### src/rtl/slink_pkg.sv
package slink_pkg;
  localparam int unsigned BYTE_W = 8;
  localparam int unsigned DATA_PKT_BITS = BYTE_W + 3;
  localparam int unsigned ACK_PKT_BITS = 2;
  localparam int unsigned BITS_W = $clog2(DATA_PKT_BITS + 1);

  typedef enum logic [2:0] {
    RX_IDLE,
    RX_START,
    RX_KIND,
    RX_DATA,
    RX_STOP
  } rx_state_e;
endpackage

### src/rtl/slink_sync.sv
module slink_sync #(
  parameter int unsigned STAGES = 2
) (
  input  logic clk_i,
  input  logic rst_ni,
  input  logic d_i,
  output logic q_o
);
  logic [STAGES-1:0] ff_q;

  generate
    if (STAGES == 1) begin : g_single
      always_ff @(posedge clk_i or negedge rst_ni) begin
        if (!rst_ni) ff_q <= '0;
        else         ff_q <= d_i;
      end
    end else begin : g_chain
      always_ff @(posedge clk_i or negedge rst_ni) begin
        if (!rst_ni) ff_q <= '0;
        else         ff_q <= {ff_q[STAGES-2:0], d_i};
      end
    end
  endgenerate

  assign q_o = ff_q[STAGES-1];
endmodule

### src/rtl/slink_rx_deframe.sv
module slink_rx_deframe
  import slink_pkg::*;
#(
  parameter int unsigned BIT_CYCLES = 8
) (
  input  logic              clk_i,
  input  logic              rst_ni,
  input  logic              line_i,
  output logic              ack_seen_o,
  output logic              data_begin_o,
  output logic              data_done_o,
  output logic [BYTE_W-1:0] data_o
);
  localparam int unsigned CW = $clog2(BIT_CYCLES + 1);
  localparam int unsigned HALF = BIT_CYCLES / 2;

  rx_state_e         state_q;
  logic [CW-1:0]     cnt_q;
  logic [2:0]        idx_q;
  logic [BYTE_W-1:0] shreg_q;

  always_ff @(posedge clk_i or negedge rst_ni) begin
    if (!rst_ni) begin
      state_q      <= RX_IDLE;
      cnt_q        <= '0;
      idx_q        <= '0;
      shreg_q      <= '0;
      ack_seen_o   <= 1'b0;
      data_begin_o <= 1'b0;
      data_done_o  <= 1'b0;
    end else begin
      ack_seen_o   <= 1'b0;
      data_begin_o <= 1'b0;
      data_done_o  <= 1'b0;
      if (state_q == RX_IDLE) begin
        if (line_i) begin
          cnt_q   <= CW'(HALF - 1);
          state_q <= RX_START;
        end
      end else if (cnt_q != '0) begin
        cnt_q <= cnt_q - 1'b1;
      end else begin
        cnt_q <= CW'(BIT_CYCLES - 1);
        unique case (state_q)
          RX_START: state_q <= line_i ? RX_KIND : RX_IDLE;
          RX_KIND: begin
            // kind bit: 1 = data follows, 0 = acknowledge complete
            if (line_i) begin
              data_begin_o <= 1'b1;
              idx_q        <= '0;
              state_q      <= RX_DATA;
            end else begin
              ack_seen_o <= 1'b1;
              state_q    <= RX_IDLE;
            end
          end
          RX_DATA: begin
            shreg_q <= {line_i, shreg_q[BYTE_W-1:1]};
            idx_q   <= idx_q + 1'b1;
            if (idx_q == 3'd7) state_q <= RX_STOP;
          end
          RX_STOP: begin
            data_done_o <= 1'b1;
            state_q     <= RX_IDLE;
          end
          default: state_q <= RX_IDLE;
        endcase
      end
    end
  end

  assign data_o = shreg_q;
endmodule

### src/rtl/slink_tx_frame.sv
module slink_tx_frame
  import slink_pkg::*;
#(
  parameter int unsigned BIT_CYCLES = 8
) (
  input  logic              clk_i,
  input  logic              rst_ni,
  input  logic              ack_req_i,
  input  logic              data_valid_i,
  input  logic [BYTE_W-1:0] data_i,
  output logic              data_take_o,
  output logic              ack_start_o,
  output logic              ack_pend_o,
  output logic              line_o
);
  localparam int unsigned CW = $clog2(BIT_CYCLES + 1);

  logic [CW-1:0]            cnt_q;
  logic [BITS_W-1:0]        left_q;
  logic [DATA_PKT_BITS-2:0] shreg_q;
  logic                     line_q;
  logic                     ack_pend_q;
  logic                     slot_free;

  assign slot_free   = (cnt_q == '0) && (left_q == '0);
  assign ack_start_o = slot_free && ack_pend_q;
  assign data_take_o = slot_free && !ack_pend_q && data_valid_i;

  always_ff @(posedge clk_i or negedge rst_ni) begin
    if (!rst_ni) begin
      cnt_q      <= '0;
      left_q     <= '0;
      shreg_q    <= '0;
      line_q     <= 1'b0;
      ack_pend_q <= 1'b0;
    end else begin
      ack_pend_q <= (ack_pend_q && !ack_start_o) || ack_req_i;
      if (cnt_q != '0) begin
        cnt_q <= cnt_q - 1'b1;
      end else if (left_q != '0) begin
        line_q  <= shreg_q[0];
        shreg_q <= shreg_q >> 1;
        left_q  <= left_q - 1'b1;
        cnt_q   <= CW'(BIT_CYCLES - 1);
      end else if (ack_start_o) begin
        line_q  <= 1'b1;
        shreg_q <= '0;  // kind bit 0
        left_q  <= BITS_W'(ACK_PKT_BITS - 1);
        cnt_q   <= CW'(BIT_CYCLES - 1);
      end else if (data_take_o) begin
        line_q  <= 1'b1;
        shreg_q <= {1'b0, data_i, 1'b1};  // stop, byte lsb first, kind 1
        left_q  <= BITS_W'(DATA_PKT_BITS - 1);
        cnt_q   <= CW'(BIT_CYCLES - 1);
      end else begin
        line_q <= 1'b0;
      end
    end
  end

  assign line_o     = line_q;
  assign ack_pend_o = ack_pend_q;
endmodule

### src/rtl/serial_byte_link.sv
module serial_byte_link
  import slink_pkg::*;
#(
  parameter int unsigned BIT_CYCLES  = 8,
  parameter int unsigned SYNC_STAGES = 2
) (
  input  logic              clk_i,
  input  logic              rst_ni,
  input  logic [BYTE_W-1:0] tx_data_i,
  input  logic              tx_valid_i,
  output logic              tx_ready_o,
  output logic [BYTE_W-1:0] rx_data_o,
  output logic              rx_valid_o,
  input  logic              rx_ready_i,
  output logic              line_o,
  input  logic              line_i
);
  logic              line_s;
  logic              ack_seen, data_begin, data_done;
  logic [BYTE_W-1:0] deframe_byte;
  logic              data_take, ack_start, ack_pend, ack_req;

  logic              tx_full_q, tx_out_q;
  logic [BYTE_W-1:0] tx_buf_q;
  logic              rx_valid_q, held_q, ack_owed_q;
  logic [BYTE_W-1:0] rx_buf_q;
  logic              accept, pop, room;

  slink_sync #(.STAGES(SYNC_STAGES)) i_sync (
    .clk_i(clk_i), .rst_ni(rst_ni), .d_i(line_i), .q_o(line_s)
  );

  slink_rx_deframe #(.BIT_CYCLES(BIT_CYCLES)) i_deframe (
    .clk_i(clk_i), .rst_ni(rst_ni), .line_i(line_s),
    .ack_seen_o(ack_seen), .data_begin_o(data_begin),
    .data_done_o(data_done), .data_o(deframe_byte)
  );

  slink_tx_frame #(.BIT_CYCLES(BIT_CYCLES)) i_frame (
    .clk_i(clk_i), .rst_ni(rst_ni), .ack_req_i(ack_req),
    .data_valid_i(tx_full_q), .data_i(tx_buf_q),
    .data_take_o(data_take), .ack_start_o(ack_start),
    .ack_pend_o(ack_pend), .line_o(line_o)
  );

  // transmit: one byte outstanding until acknowledged
  assign accept = tx_valid_i && !tx_out_q;

  always_ff @(posedge clk_i or negedge rst_ni) begin
    if (!rst_ni) begin
      tx_full_q <= 1'b0;
      tx_out_q  <= 1'b0;
      tx_buf_q  <= '0;
    end else begin
      if (accept) begin
        tx_buf_q  <= tx_data_i;
        tx_full_q <= 1'b1;
        tx_out_q  <= 1'b1;
      end else begin
        if (data_take) tx_full_q <= 1'b0;
        // ack only counts once the byte has left the holding register
        if (ack_seen && !tx_full_q) tx_out_q <= 1'b0;
      end
    end
  end

  // receive: output buffer plus parked byte in the deframer
  assign pop     = rx_valid_q && rx_ready_i;
  assign room    = !rx_valid_q || pop;
  assign ack_req = ack_owed_q && room;

  always_ff @(posedge clk_i or negedge rst_ni) begin
    if (!rst_ni) begin
      rx_valid_q <= 1'b0;
      rx_buf_q   <= '0;
      held_q     <= 1'b0;
      ack_owed_q <= 1'b0;
    end else begin
      if (data_begin)   ack_owed_q <= 1'b1;
      else if (ack_req) ack_owed_q <= 1'b0;

      if (data_done) begin
        if (room) begin
          rx_buf_q   <= deframe_byte;
          rx_valid_q <= 1'b1;
        end else begin
          held_q <= 1'b1;
        end
      end else if (held_q && room) begin
        rx_buf_q   <= deframe_byte;
        rx_valid_q <= 1'b1;
        held_q     <= 1'b0;
      end else if (pop) begin
        rx_valid_q <= 1'b0;
      end
    end
  end

  assign tx_ready_o = !tx_out_q;
  assign rx_valid_o = rx_valid_q;
  assign rx_data_o  = rx_buf_q;
endmodule

### config.mk
export PLATFORM = sky130hd
export DESIGN_NAME = serial_byte_link
export DESIGN_NICKNAME = d
export VERILOG_FILES = /design/src/rtl/slink_pkg.sv /design/src/rtl/slink_sync.sv /design/src/rtl/slink_rx_deframe.sv /design/src/rtl/slink_tx_frame.sv /design/src/rtl/serial_byte_link.sv
export SDC_FILE = /design/constraint.sdc
export NUM_CORES = 1
export LEC_CHECK = 0
export BUFFER_PORTS_ARGS = -buffer_cell sky130_fd_sc_hd__buf_4
export CAP_MARGIN = 20
export CELL_PAD_IN_SITES_DETAIL_PLACEMENT = 0
export CELL_PAD_IN_SITES_GLOBAL_PLACEMENT = 1
export CORE_MARGIN = 2
export CORE_UTILIZATION = 44
export DETAILED_ROUTE_END_ITERATION = 8
export PLACE_DENSITY_LB_ADDON = 0.1
export SLEW_MARGIN = 20
export SYNTH_ARGS = -nofsm -noshare
export SYNTH_HDL_FRONTEND = slang
export SYNTH_HIERARCHICAL = 1
export SYNTH_SLANG_ARGS = --single-unit
### constraint.sdc
create_clock -name clk_i -period 1.9 [get_ports clk_i]
set_input_delay 0.38 -clock clk_i [delete_from_list [all_inputs] [get_ports clk_i]]
set_output_delay 0.38 -clock clk_i [all_outputs]
set_load 0.02 [all_outputs]
==> results.json, run 1 <==
{
  "status": "finished, final reports clean",
  "power.leakage_nw": 1.71,
  "hold_start": "line_i",
  "antenna_cells": 0,
  "cts.clk_slew.worst_paths_ns": 0.08,
  "cts_buffers": 9,
  "tightest_slew_ns": 0.355,
  "antenna_found_initial": 0,
  "slew_viol_final": 0,
  "h-tree-depth": 3,
  "worst-r2r-setup-slack_ns": 0.05,
  "die_area_mm2": 0.00745,
  "yosys_warnings": 6,
  "rsz0062_at_grt": "no",
  "core-area_mm2": 0.00668,
  "max_cap_viol_count": 0,
  "fin_skew_ns": 0.00614,
  "hpwl_um": 3590,
  "drtIter0Drc": 69,
  "min_period_ns": 1.85,
  "placed_area_mm2": 0.00334,
  "fmax_mhz": 542,
  "utilization_pct": 54.3,
  "clk_latency_ns": 0.34,
  "cts_root_buffer": "clkbuf_8",
  "clockBufferDepth": 2,
  "ant_nets": 0,
  "routabilityCongestion": 0.778,
  "cts.sinks": 63,
  "start_kind": "flop",
  "critPathLaunch": "i_deframe/cnt_q[1]$_DFFE_PN0P_",
  "design_area_mm2": 0.00363,
  "grt_pass1_wl_um": 9090,
  "syn_inst": 234,
  "p_total_w": 0.00503,
  "initial_core_util_pct": 44.6,
  "totalWireLength_um": 5220,
  "grt_max_degree": 31,
  "setup_viol": 0,
  "synthToLayoutAreaGrowth_pct": 21.7,
  "routedWlPerCell_um": 14.3,
  "endpoint_kind": "flop",
  "mappedNetlistNets": 254,
  "cts_tree": "yes",
  "final.setup.tns_ns": 0,
  "hold_viol": 0,
  "critPathKind": "reg -> reg",
  "grt_pass1_vias": 1900,
  "worstPathRequired_ns": 2.13,
  "nNetsFinal": 300,
  "drive_gt1_share_pct": 37.5,
  "grt_use_total_pct": 15.8,
  "die_y_um": 86.3,
  "endpoint": "i_deframe/data_o[2]$_DFFE_PN0P_",
  "vias": 1879,
  "min_path_type": "in -> reg",
  "power_density_mw_per_mm2": 1390,
  "rows": 30,
  "portBuffers": 23,
  "peakVddDrop_uv": 825,
  "synth.cell_area_mm2": 0.00298,
  "r2r_start": "i_deframe/cnt_q[1]$_DFFE_PN0P_",
  "num_io_pins": 24,
  "grt.overflow.total": 0,
  "avgSynthCellArea_um2": 12.7,
  "min_period_over_period_pct": 97.2,
  "timing.rr.end": "i_deframe/data_o[2]$_DFFE_PN0P_",
  "drtPass1Iterations": 4,
  "drt-vias-per-instance": 5.15,
  "worst_r2r_path_depth": 6,
  "crit_fanout": 11,
  "die_w_um": 86.3,
  "cp_data_arrival_time_ns": 2.08,
  "drc": 0,
  "slew-limit-headroom_pct": 76.0
}
timing repair:
item | CTS | global route
setup buffers | 0 | 3
gates resized for setup | 0 | 10
hold buffers | 1 | 0
setup endpoints to repair | 0 | 19
hold endpoints to repair | 17 | 0
through the flow:
step / hold slack [ns] / std cells / setup slack [ns]
after floorplan: 0.0844 / 234 / 0.0149
after global placement: 0.282 / 345 / 0.0491
final: 0.148 / 365 / 0.0535
after global routing: 0.128 / 365 / 0.0128
after detailed placement: 0.280 / 345 / 0.0128
after CTS: 0.127 / 362 / 0.00134
cell usage in the layout, fill, tap and decap left out, drive strengths merged, types with 3 or more instances in the layout:
cell / instances
nor3: 9
dfrtp: 63
clkbuf: 9
a21o: 3
nor2: 14
nand2b: 5
inv: 19
mux2i: 9
a32oi: 7
a22o: 4
buf: 43
ha: 7
a21oi: 6
mux2: 28
o21ai: 10
or3b: 3
nand2: 8
nor2b: 11
layer usage:
| metal | vias up | global-route usage, % | part of all wire (%) |
|---|---|---|---|
| met2 | 21 | 23.4 | 46 |
| li1 | 916 | - | - |
| met4 | 0 | 8.66 | 2.0 |
| met3 | 10 | 4.00 | 2.9 |
| met5 | - | 0 | 0 |
| met1 | 932 | 21.4 | 49 |
worst max-delay path, cell delays in order (launching register included):
cell	delay [ns]
dfrtp_1	0.40
inv_1	0.10
ha_4	0.14
or3b_4	0.39
nor3_4	0.21
buf_12	0.17
mux2_2	0.33
layout make-up:
cell class	instances	area, µm²
repair buffers	44	362
clock inverters	7	105
well taps	80	100
flip-flops and latches	63	1580
clock buffers	9	124
multi-input cells	145	1300
fillers	582	3050
inverters	17	63.8
how the worst min path moves through the flow:
stage,end,slack (ns),cells after the start
floorplan,ack_owed_q$_DFFE_PN0P_,0.08,0
global placement,i_frame/cnt_q[1]$_DFFE_PN0P_,0.28,1
detailed placement,i_frame/cnt_q[0]$_DFFE_PN0P_,0.28,1
CTS,i_sync/ff_q[0]$_DFF_PN0_,0.13,1
global route,i_sync/ff_q[0]$_DFF_PN0_,0.13,1
finish,i_sync/ff_q[0]$_DFF_PN0_,0.15,1
flip-flops by register name, indices dropped and copies added, names as in the netlist, 2 cells and up:
name,cells
i_deframe/idx_q,3
i_sync/ff_q,2
i_deframe/state_q,3
tx_buf_q,8
i_frame/left_q,4
i_deframe/cnt_q,4
i_frame/shreg_q,9
i_frame/cnt_q,4
i_deframe/data_o,8
rx_data_o,8
report_power, final:
part	switching, W	internal [W]	leakage, nW	total, W
Clock	0.000565	0.000756	0.112	0.00132
Sequential	0.000318	0.00177	0.795	0.00209
Combinational	0.000726	0.000893	0.800	0.00162
Total	0.00161	0.00342	1.71	0.00503
(Power assumes the default switching activity.)
==> run 2: changes to the inputs <==
- CORE_UTILIZATION: 44 -> 40
==> run 2 against run 1 <==
- maximum frequency decreased by 1.4%
- critical endpoint is now i_deframe/data_o[4]$_DFFE_PN0P_
- total power shrank 1.7%
- clock skew rose by 0.0019 ns
- wire length increased by 3.9%
- hold slack improved by 0.0079 ns
- sequential cell count did not move
- clock power is 12% lower
- cell count rose by 5.8%
- critical path depth did not move
- worst setup slack got worse by 0.026 ns
- non-clock buffer count is 3 higher
- via count shrank 2.0%
==> results.json, run 2 (synthesis results as in run 1) <==
{
  "fmax_mhz": 534,
  "peakVddDrop_uv": 856,
  "status": "finished, final reports clean",
  "routedWlPerCell_um": 14.1,
  "seqPwrFrac_pct": 42.5,
  "critPathKind": "reg -> reg",
  "cp_num_cells": 6,
  "grt_pass1_wl_um": 9180,
  "max_cap_viol_count": 0,
  "clockBufferDepth": 2,
  "netSwitchingFraction_pct": 31.5,
  "nNetsFinal": 303,
  "drtPass1Iterations": 4,
  "h-tree-depth": 3,
  "core-area_mm2": 0.00725,
  "slew-limit-headroom_pct": 73.8,
  "final_cell_mix": "dfrtp_1, buf_4, mux2_4",
  "cp_data_arrival_time_ns": 2.09,
  "path_delay_family": "simple AND/OR/NAND/NOR gates",
  "endpoint_kind": "flop",
  "num_io_pins": 24,
  "top_register": "i_frame/shreg_q",
  "power_density_mw_per_mm2": 1350,
  "cts.sinks": 63,
  "largest_reg_flops": 9,
  "critPathMaxStageDelay_ns": 0.40,
  "portBuffers": 23,
  "switchingPower_w": 0.00156,
  "clk_latency_ns": 0.33,
  "power.internal_w": 0.00339,
  "fin_hold_ws_ns": 0.156,
  "routabilityCongestion": 0.742,
  "totalWireLength_um": 5430,
  "setup_viol": 0,
  "grt.overflow.total": 0,
  "power.leakage_nw": 1.72,
  "drtIter0Drc": 82,
  "rsz0062_at_grt": "yes",
  "rows": 31,
  "grt_pass1_vias": 1877,
  "crit_fanout": 6,
  "stdcell_count": 386,
  "drive_gt1_share_pct": 37.3,
  "pwr-share-comb_pct": 34.0,
  "min_period_ns": 1.87,
  "cp_num_buf_inv": 2,
  "die_area_mm2": 0.00816,
  "worst_r2r_path_depth": 6,
  "final_common_cell": "dfrtp_1",
  "slowest_stage": "dfrtp_1",
  "ant_nets": 0,
  "grt_use_total_pct": 14.1,
  "initial_core_util_pct": 41.1,
  "antenna_found_initial": 0,
  "crit_path_cell_trace": "inv_2, ha_4, or3b_4, nor3_4, clkbuf_16, mux2_4",
  "grt_max_degree": 31,
  "hold_path_depth": 1,
  "dp_cells": 365,
  "drc": 0,
  "worstPathRequired_ns": 2.12,
  "hold_viol": 0,
  "drt-vias-per-instance": 4.77,
  "final.setup.tns_ns": 0,
  "hpwl_um": 3620,
  "cts.clk_slew.worst_paths_ns": 0.07,
  "fin_skew_ns": 0.00805,
  "min_path_type": "in -> reg",
  "cts_tree": "yes",
  "cts_root_buffer": "clkbuf_8",
  "start_kind": "flop",
  "pwr-share-clk_pct": 23.4,
  "synthToLayoutAreaGrowth_pct": 22.7,
  "slew_viol_final": 0,
  "cts_buffers": 9,
  "min_period_over_period_pct": 98.5,
  "tightest_slew_ns": 0.388,
  "die_w_um": 90.3,
  "p_total_w": 0.00495,
  "antenna_cells": 0,
  "die_y_um": 90.3,
  "vias": 1842
}
## run 2: final timing paths
check                                                    start                              end  slack (ns)
worst max-delay path            i_deframe/cnt_q[1]$_DFFE_PN0P_  i_deframe/data_o[4]$_DFFE_PN0P_        0.03
worst min-delay path                                    line_i         i_sync/ff_q[0]$_DFF_PN0_        0.16
worst max register to register  i_deframe/cnt_q[1]$_DFFE_PN0P_  i_deframe/data_o[4]$_DFFE_PN0P_        0.03
worst min register to register        i_sync/ff_q[0]$_DFF_PN0_         i_sync/ff_q[1]$_DFF_PN0_        0.35
max in group asynchronous                               rst_ni   i_deframe/cnt_q[0]$_DFFE_PN0P_        0.94
min in group asynchronous                               rst_ni     i_frame/cnt_q[2]$_DFFE_PN0P_        0.46
## run 2: final cells by class
type / instances / area, µm²
inverters: 17 / 63.8
fillers: 668 / 3600
clock buffers: 11 / 151
flip-flops and latches: 63 / 1580
multi-input cells: 145 / 1290
repair buffers: 47 / 402
clock inverters: 4 / 45.0
well taps: 99 / 124
## run 2: power by group through the flow
stage	clock (W)	combinational (W)	sequential [W]
finish	0.00116	0.00168	0.00210
global route	0.00128	0.00188	0.00217
CTS	0.00121	0.00157	0.00210
detailed placement	0	0.00157	0.00212
global placement	0	0.00155	0.00212
floorplan	0	0.00117	0.00205
## run 2: metal layers
layer  share of wire, %  up-vias  GRT usage, %  wire length (µm)
met5                  0        -             0                 0
met4               0.74        0          4.62                40
met3                3.4        4          4.51               183
met2                 48       24          21.5              2620
met1                 48      889          19.2              2580
li1                   -      925             -                 -
## run 2: repair_timing
action                                  CTS  global route
buffers inserted                          0             4
hold buffers                              1             0
hold endpoints to repair                 17             0
endpoints found under the setup margin    0            16
resized for setup                         0            10
## run 2: stage by stage
| stage | cell area [µm²] | setup slack [ns] | utilization, % |
|---|---|---|---|
| after global routing | 3660 | -0.0162 | 50.4 |
| after global placement | 3370 | 0.0749 | 46.4 |
| after CTS | 3570 | 0.0426 | 49.3 |
| after detailed placement | 3370 | 0.0485 | 46.4 |
| final | 3660 | 0.0279 | 50.4 |
| after floorplan | 2980 | 0.0149 | - |
==> run 3: changes to the inputs <==
==> constraint.sdc (replaced) <==
create_clock -name clk_i -period 1.9 [get_ports clk_i]
set_input_delay 0 -clock clk_i [delete_from_list [all_inputs] [get_ports clk_i]]
set_output_delay 0 -clock clk_i [all_outputs]
set_load 0.02 [all_outputs]
==> run 3 against run 2 <==
- via count rose by 2.7%
- worst setup slack worse by 0.015 ns
- largest power group unchanged
- utilization is 1.3 points higher
==> results.json, run 3 (synthesis results as in run 1) <==
{
  "grt_max_degree": 64,
  "min_period_over_period_pct": 99.3,
  "min_period_ns": 1.89,
  "num_io_pins": 24,
  "worst-r2r-setup-slack_ns": 0.01,
  "core-area_mm2": 0.00725,
  "cp_num_cells": 6,
  "endpoint_kind": "flop",
  "cts_tree": "yes",
  "grt_use_total_pct": 15.0,
  "r2r_start": "i_deframe/cnt_q[1]$_DFFE_PN0P_",
  "routedWlPerCell_um": 13.7,
  "synthToLayoutAreaGrowth_pct": 25.9,
  "start_kind": "flop",
  "final_cell_mix": "dfrtp_1, buf_4, mux2_4",
  "slew-limit-headroom_pct": 47.2,
  "cts_buffers": 9,
  "drive_gt1_share_pct": 35.6,
  "hpwl_um": 3500,
  "ant_nets": 0,
  "setup_viol": 0,
  "slowest_stage": "dfrtp_1",
  "largest_reg_flops": 9,
  "totalWireLength_um": 5450,
  "timing.rr.end": "i_deframe/data_o[0]$_DFFE_PN0P_",
  "min_path_type": "in -> async",
  "cts.clk_slew.worst_paths_ns": 0.07,
  "drtIter0Drc": 69,
  "fin_ws_ns": 0.0129,
  "grt_pass1_wl_um": 9600,
  "hold_viol": 0,
  "crit_fanout": 4,
  "fin_skew_ns": 0.0102,
  "grt.overflow.total": 0,
  "worst_r2r_path_depth": 6,
  "die_area_mm2": 0.00816,
  "power_density_mw_per_mm2": 1310,
  "cp_num_buf_inv": 2,
  "critPathMaxStageDelay_ns": 0.40,
  "pre_cts_slack_ns": 0.0489,
  "nNetsFinal": 315,
  "clockBufferDepth": 2,
  "path_delay_family": "simple AND/OR/NAND/NOR gates",
  "initial_core_util_pct": 41.1,
  "cts_root_buffer": "clkbuf_8",
  "num-fill-cells": 659,
  "cp_data_arrival_time_ns": 2.10,
  "cts.sinks": 63,
  "antenna_found_initial": 0,
  "antenna_cells": 0,
  "tightest_slew_ns": 0.792,
  "peakVddDrop_uv": 622,
  "status": "finished, final reports clean",
  "grt_pass1_vias": 1987,
  "crit_path_cell_trace": "inv_2, ha_4, or3b_4, nor3_4, clkbuf_16, mux2_4",
  "slew_viol_final": 0,
  "fmax_mhz": 530,
  "drtPass1Iterations": 4,
  "rows": 31,
  "vias": 1892,
  "rsz0062_at_grt": "yes",
  "die_y_um": 90.3,
  "utilization_pct": 51.8,
  "top_register": "i_frame/shreg_q",
  "portBuffers": 23,
  "routabilityCongestion": 0.741,
  "final_common_cell": "dfrtp_1",
  "h-tree-depth": 3,
  "power.leakage_nw": 1.76,
  "critPathKind": "reg -> reg",
  "drc": 0,
  "drt-vias-per-instance": 4.77,
  "clk_latency_ns": 0.33,
  "worstPathRequired_ns": 2.11,
  "die_w_um": 90.3,
  "max_cap_viol_count": 0
}
-- run 3: cell count changes in the layout (fill, tap and decap cells not counted) --
cell | before | now
buf_12 | 2 | 1
buf_4 | 42 | 44
clkbuf_1 | 0 | 3
clkbuf_8 | 11 | 10
clkinv_2 | 3 | 0
dlygate4sd3_1 | 1 | 12
o41ai_1 | 2 | 1
o41ai_2 | 0 | 1
or3b_1 | 1 | 0
or3b_4 | 2 | 3
-- run 3: how the worst max path moves through the flow --
stage,startpoint,to
after floorplan,i_deframe/cnt_q[0]$_DFFE_PN0P_,i_deframe/data_o[0]$_DFFE_PN0P_
after global placement,i_deframe/cnt_q[0]$_DFFE_PN0P_,i_deframe/data_o[1]$_DFFE_PN0P_
after detailed placement,i_deframe/cnt_q[0]$_DFFE_PN0P_,i_deframe/idx_q[0]$_DFFE_PN0P_
after CTS,i_deframe/cnt_q[0]$_DFFE_PN0P_,i_deframe/data_o[2]$_DFFE_PN0P_
after global routing,i_deframe/cnt_q[0]$_DFFE_PN0P_,i_deframe/data_o[0]$_DFFE_PN0P_
final,i_deframe/cnt_q[1]$_DFFE_PN0P_,i_deframe/data_o[0]$_DFFE_PN0P_
-- run 3: final cells by class --
type	count	area [µm²]	share of cell area (%)
sequential	63	1580	42.0
clock inverter	1	30.0	0.800
multi-input combinational	145	1310	34.8
clock buffer	13	149	3.97
timing repair buffer	59	507	13.5
inverter	17	63.8	1.70
tap	99	124	3.30
-- run 3: metrics by stage --
stage	power, W	instances	TNS (ns)	cell area [µm²]	hold WS [ns]
floorplan	0.00322	234	0	2980	-0.296
global placement	0.00366	363	0	3340	0.111
detailed placement	0.00369	363	0	3340	0.110
CTS	0.00485	389	0	3640	0.300
global route	0.00532	397	-0.187	3750	0.306
finish	0.00492	397	0	3750	0.290
-- run 3: worst reg2reg max path, cell delays in order (launching register included) --
cell and delay [ns]:
dfrtp_1 0.40, inv_2 0.08, ha_4 0.13, or3b_4 0.39
nor3_4 0.29, clkbuf_16 0.20, mux2_4 0.28
-- run 3: layer usage --
layer,GRT usage [%],vias to the layer above,wire (µm)
met5,0,-,0
met4,3.97,0,47
met3,5.43,5,187
met2,24.1,22,2660
met1,19.2,923,2550
li1,-,942,-
-- run 3: where the power goes --
group / internal (W) / switching (W)
clock network: 0.000630 / 0.000467
logic: 0.000979 / 0.000733
registers: 0.00178 / 0.000335
-- run 3: what timing repair did --
action | 4_1_cts | 5_1_grt
hold endpoints to repair | 74 | 0
hold buffers | 12 | 0
endpoints found under the setup margin | 0 | 19
gates resized for setup | 0 | 12
setup buffers | 0 | 7
